`config.mk`:
```
export PLATFORM = sky130hd
export DESIGN_NAME = flash_erase_sel
export DESIGN_NICKNAME = d
export VERILOG_FILES = /design/src/rtl/flash_sel_pkg.sv /design/src/rtl/fbsel_guard.sv /design/src/rtl/fbsel_regs.sv /design/src/rtl/fbsel_addr_dec.sv /design/src/rtl/flash_erase_sel.sv
export SDC_FILE = /design/constraint.sdc
export NUM_CORES = 1
export LEC_CHECK = 0
export CORE_MARGIN = 2
export CORE_UTILIZATION = 40
export CTS_CLUSTER_SIZE = 40
export DETAILED_ROUTE_END_ITERATION = 7
export GPL_TIMING_DRIVEN = 1
export MAX_ROUTING_LAYER = met4
export PLACE_DENSITY = 0.91
export SLEW_MARGIN = 15
export SYNTH_ARGS = -nofsm -noshare
export SYNTH_HDL_FRONTEND = slang
export SYNTH_SLANG_ARGS = --single-unit
```
`constraint.sdc`:
```
create_clock -name clk_i -period 4.7 [get_ports clk_i]
set_input_delay 0.47 -clock clk_i [delete_from_list [all_inputs] [get_ports clk_i]]
set_output_delay 0.47 -clock clk_i [all_outputs]
set_load 0.02 [all_outputs]
```
`src/rtl/flash_sel_pkg.sv`:
```
package flash_sel_pkg;
  parameter int NUM_BLK = 10;
  parameter int ADDR_W  = 24;
  parameter int REG_W   = 8;
  localparam int HI_W   = NUM_BLK - REG_W;

  typedef enum logic [2:0] {
    PM_ACTIVE = 3'd0,
    PM_MEDIUM = 3'd1,
    PM_SLEEP  = 3'd2,
    PM_MSTOP  = 3'd3,
    PM_SWSTBY = 3'd4,
    PM_HWSTBY = 3'd5,
    PM_WATCH  = 3'd6,
    PM_SUBSLP = 3'd7
  } pwr_mode_e;

  // block i spans [blk_base(i), blk_base(i+1))
  function automatic logic [ADDR_W-1:0] blk_base(input int idx);
    case (idx)
      0:       return ADDR_W'('h000000);
      1:       return ADDR_W'('h000400);
      2:       return ADDR_W'('h000800);
      3:       return ADDR_W'('h000C00);
      4:       return ADDR_W'('h001000);
      5:       return ADDR_W'('h008000);
      6:       return ADDR_W'('h00C000);
      7:       return ADDR_W'('h00E000);
      8:       return ADDR_W'('h010000);
      9:       return ADDR_W'('h018000);
      default: return ADDR_W'('h020000);
    endcase
  endfunction

  function automatic logic is_pwr_down(input pwr_mode_e m);
    case (m)
      PM_SWSTBY, PM_HWSTBY, PM_WATCH, PM_SUBSLP: return 1'b1;
      default:                                   return 1'b0;
    endcase
  endfunction
endpackage

```
`src/rtl/fbsel_guard.sv`:
```
module fbsel_guard
  import flash_sel_pkg::*;
(
  input  logic       wen_pin_i,
  input  logic       sw_wen_i,
  input  logic [2:0] pwr_mode_i,
  output logic       clr_o
);
  pwr_mode_e mode;
  logic      pdown;

  always_comb begin
    mode  = pwr_mode_e'(pwr_mode_i);
    pdown = is_pwr_down(mode);
    clr_o = !wen_pin_i || !sw_wen_i || pdown;
  end
endmodule

```
`src/rtl/fbsel_regs.sv`:
```
module fbsel_regs
  import flash_sel_pkg::*;
(
  input  logic               clk_i,
  input  logic               rst_ni,
  input  logic               clr_i,
  input  logic               we_i,
  input  logic               hi_i,
  input  logic [REG_W-1:0]   wdata_i,
  output logic [REG_W-1:0]   rdata_o,
  output logic [NUM_BLK-1:0] sel_o
);
  logic [NUM_BLK-1:0] sel_q, cand;
  logic               cand_ok;

  always_comb begin
    cand = sel_q;
    if (hi_i) cand[NUM_BLK-1:REG_W] = wdata_i[HI_W-1:0];
    else      cand[REG_W-1:0]       = wdata_i;
    cand_ok = ($countones(cand) <= 1);
  end

  always_ff @(posedge clk_i or negedge rst_ni) begin
    if (!rst_ni)                sel_q <= '0;
    else if (clr_i)             sel_q <= '0;
    else if (we_i && cand_ok)   sel_q <= cand;
  end

  always_comb begin
    rdata_o = '0;
    if (hi_i) rdata_o[HI_W-1:0] = sel_q[NUM_BLK-1:REG_W];
    else      rdata_o           = sel_q[REG_W-1:0];
  end

  assign sel_o = sel_q;

  assert_single_sel_R11: assert property (@(posedge clk_i) disable iff (!rst_ni)
    $onehot0(sel_q));
  assert_clear_wins_R8: assert property (@(posedge clk_i) disable iff (!rst_ni)
    clr_i |=> (sel_q == '0));
  assert_reject_multi_R7: assert property (@(posedge clk_i) disable iff (!rst_ni)
    (we_i && !clr_i && ($countones(cand) > 1)) |=> $stable(sel_q));
  assert_idle_hold_R2: assert property (@(posedge clk_i) disable iff (!rst_ni)
    (!we_i && !clr_i) |=> $stable(sel_q));
endmodule

```
`src/rtl/fbsel_addr_dec.sv`:
```
module fbsel_addr_dec
  import flash_sel_pkg::*;
(
  input  logic [ADDR_W-1:0]  addr_i,
  output logic [NUM_BLK-1:0] hit_o
);
  for (genvar g = 0; g < NUM_BLK; g++) begin : g_blk
    localparam logic [ADDR_W-1:0] LO = blk_base(g);
    localparam logic [ADDR_W-1:0] HI = blk_base(g + 1);
    assign hit_o[g] = (addr_i >= LO) && (addr_i < HI);
  end

  always_comb begin
    assert_hit_onehot_R9: assert ($onehot0(hit_o));
    if (addr_i >= blk_base(NUM_BLK))
      assert_above_array_R10: assert (hit_o == '0);
  end
endmodule

```
`src/rtl/flash_erase_sel.sv`:
```
module flash_erase_sel
  import flash_sel_pkg::*;
(
  input  logic        clk_i,
  input  logic        rst_ni,
  input  logic        bus_we_i,
  input  logic        bus_sel_i,
  input  logic [7:0]  bus_wdata_i,
  output logic [7:0]  bus_rdata_o,
  input  logic        wen_pin_i,
  input  logic        sw_wen_i,
  input  logic [2:0]  pwr_mode_i,
  input  logic [23:0] erase_addr_i,
  output logic        erase_ok_o
);
  logic               clr;
  logic [NUM_BLK-1:0] sel, hit;

  fbsel_guard u_guard (
    .wen_pin_i (wen_pin_i),
    .sw_wen_i  (sw_wen_i),
    .pwr_mode_i(pwr_mode_i),
    .clr_o     (clr)
  );

  fbsel_regs u_regs (
    .clk_i  (clk_i),
    .rst_ni (rst_ni),
    .clr_i  (clr),
    .we_i   (bus_we_i),
    .hi_i   (bus_sel_i),
    .wdata_i(bus_wdata_i),
    .rdata_o(bus_rdata_o),
    .sel_o  (sel)
  );

  fbsel_addr_dec u_dec (
    .addr_i(erase_addr_i),
    .hit_o (hit)
  );

  assign erase_ok_o = |(sel & hit);

  assert_permit_sel_R9: assert property (@(posedge clk_i) disable iff (!rst_ni)
    erase_ok_o |-> ($countones(sel) == 1));
  assert_pin_low_R4: assert property (@(posedge clk_i) disable iff (!rst_ni)
    !wen_pin_i |=> (sel == '0));
  assert_sw_off_R5: assert property (@(posedge clk_i) disable iff (!rst_ni)
    (wen_pin_i && !sw_wen_i) |=> (sel == '0));
  assert_pdown_R6: assert property (@(posedge clk_i) disable iff (!rst_ni)
    pwr_mode_i[2] |=> (sel == '0));
  assert_hi_pad_R3: assert property (@(posedge clk_i) disable iff (!rst_ni)
    bus_sel_i |-> (bus_rdata_o[7:2] == 6'd0));
endmodule

```
==> out/qor.csv <==
stage;metric;value;unit
status;status;finished, final reports clean;
run;max-cap-violations;0;
placement;dp_hpwl;2130;µm
layout;mostFrequentLayoutCells;clkdlybuf4s50_1 (36), nor3_1 (22), mux2_2 (13);
placement;gp_congestion;0.814;
floorplan;rows;17;
synthesis;yosysWarnings;0;
placement;portBuffers;37;
synthesis;synth.avg_cell_area;9.69;µm²
setup_path;crit_path_cell_trace;clkdlybuf4s50_1 -> mux2_2 -> ha_1 -> inv_1 -> fa_1 -> fa_1 -> inv_1 -> fa_1 -> inv_1 -> fa_1 -> a211oi_2 -> mux2_4 -> a21oi_1 -> nor3_1;
layout;multiInputGateArea;702;µm²
layout;drive_gt1_share;17.9;%
layout;largest_reg_flops;10;
floorplan;ioPinCount;50;
floorplan;start_util;43.4;%
setup_path;cp.required;4.86;ns
setup_path;r2r_start;u_regs.sel_o[9];
setup_path;arrival;4.38;ns
synthesis;ys_seq_area_share;25.6;%
setup_path;crit_path_end_kind;flop;
setup_path;crit_start;bus_wdata_i[0];
sta;rsz0062_at_grt;false;
sta;max_freq;237;MHz
setup_path;worst_path_max_delay_cell;fa_1;
route;routedWlPerCell;15.3;µm
floorplan;core;2250;µm²
layout;area.growth.synth_to_final;46.7;%
clock_tree;root_buffer;clkbuf_4;
min_path;hold_path_class;input port to asynchronous set/reset pin;
sta;worstMarginPinSlew;0.465;ns
global_route;grt_pass1_wl;4220;µm
setup_path;critPathTopFamily;adder cells;
clock_tree;clkSinkCount;10;
sta;setup_viol;0;
setup_path;worstSetupPathType;input port to flop;
route;dr.pass1.iters;4;
layout;final_cell_count_no_fill;168;
synthesis;syn_nets;155;
floorplan;die_h;53.5;µm
route;drc_errors;0;
setup_path;crit_buf_inv;4;
sta;period_needed;4.22;ns
route;viasPerCell;5.65;
clock_tree;clockBufferDepth;2;
global_route;grt_usage;20.9;%
global_route;first_global_vias;989;
sta;worst_slack;0.480;ns
layout;final_common_cell;clkdlybuf4s50_1;
clock_tree;ctsHoldBuffers;0;
route;vias;949;
clock_tree;htreeDepth;1;
layout;seqCellArea;250;µm²
setup_path;start_kind;input port;
setup_path;path_depth;14;
setup_path;reg2reg_depth;13;
pwr;ir_drop;0.219;mV
setup_path;crit_path_max_fanout;10;
global_route;antenna_found_initial;0;
synthesis;ys_seq_elements;10;
floorplan;fp.dieW;53.5;µm
sta;max_slew_margin;68.9;%
setup_path;crit_top_cell;fa_1;
layout;fill_cells;175;
placement;dp_cells;165;
sta;finalClockSkew;0.00759;ns
clock_tree;clk_pin_slew;0.07;ns
setup_path;reg2reg_slack;0.71;ns
clock_tree;worstSkewPairLatency;0.27;ns
pwr;powerDensity;357;nW/µm²
layout;fin_nets;196;
pwr;p_leak;0.634;nW
route;ant_nets;0;
sta;finalMaxSlewViolations;0;
placement;pre_cts_ws;-0.165;ns
global_route;grt_overflow;0;
floorplan;die_area;2860;µm²
route;drtIter0Drc;26;
synthesis;syn-cell-area;978;µm²
sta;hold_viol;0;
synthesis;synth_cells;101;
clock_tree;cts_buffers;3;
synthesis;synth.distinct_cells;20;
sta;min_period_over_period;89.8;%
clock_tree;cts_tree;yes;
setup_path;cpPeakStageDelay;0.53;ns
route;wl;2560;µm
layout;n_antenna_cell;0;
global_route;grt_max_degree;11;
clock_tree;postCtsSetupRepairBufs;0;
[cells by family (layout without fill, tap and decap cells)]
logic type      Yosys count  count (layout)  share of synthesized area (%)
compound gates           12              12                           6.39
buf+inv                  13              52                           5.12
mux                      18              18                           22.8
flops                    10              10                           25.6
simple gates             35              35                           18.9
fa+ha+maj                13              13                           21.2
[repair_timing]
action,CTS,global route
endpoints found under the setup margin,0,10
endpoints found under the hold margin,0,0
gates resized for setup,0,7
[path summary, 6_finish.rpt]
path,end
min,u_regs.sel_o[9]
min reg2reg,u_regs.sel_o[5]
max reg2reg,u_regs.sel_o[4]
max,u_regs.sel_o[4]
min in group clk_i,u_regs.sel_o[5]
max in group asynchronous,u_regs.sel_o[4]
[routing by layer]
metal  part of all wire, %  wire length [µm]  global-route usage (%)  vias to the layer above
met5                     0                 0                       -                        -
met4                   3.2                82                    13.2                        0
met3                    10               257                    2.54                        9
met2                    50              1270                    36.4                       64
met1                    37               951                    22.3                      435
li1                      -                 -                       -                      441
[through the flow]
step / hold slack (ns) / total power, mW / TNS (ns) / cell area (µm²) / utilization [%]
2_1_floorplan: 0.174 / 0.325 / 0 / 978 / -
3_3_place_gp: 0.602 / 0.393 / 0 / 1390 / 61.5
3_5_place_dp: 0.615 / 0.419 / -1.04 / 1390 / 61.5
4_1_cts: 0.532 / 0.477 / 0 / 1410 / 62.5
5_1_grt: 0.562 / 0.551 / 0 / 1440 / 63.7
6_report: 0.517 / 0.512 / 0 / 1440 / 63.7
[power breakdown]
part,total [mW],switching [mW],internal (mW)
registers,0.105,0.00975,0.0950
clock network,0.0596,0.0300,0.0296
logic,0.347,0.196,0.151
total,0.512,0.236,0.275
[cell usage after synthesis]
library cell   n  share of area (%)
nor3_1        22                 11
mux2_2        13                 15
a21oi_1       11                5.6
dfrtp_1       10                 26
inv_1         10                3.8
ha_1           7                9.0
fa_1           6                 12
nor2b_1        6                3.8
buf_1          2               0.77
mux2i_1        2                2.0
mux4_2         2                4.6
nor2_1         2               0.77
a211oi_1       1               0.77
and3_1         1               0.64
buf_2          1               0.51
mux2_1         1                1.2
nand2_1        1               0.38
nand3b_1       1               0.77
nor4_1         1               0.64
or2_2          1               0.64
[area by class of cell]
type	count	area share, %
clock buffers	3	1.57
inverters	10	2.62
multi-input cells	78	48.9
flip-flops and latches	10	17.4
well taps	28	2.44
repair buffers	39	27.0
Power figures use the tool's default switching activity.
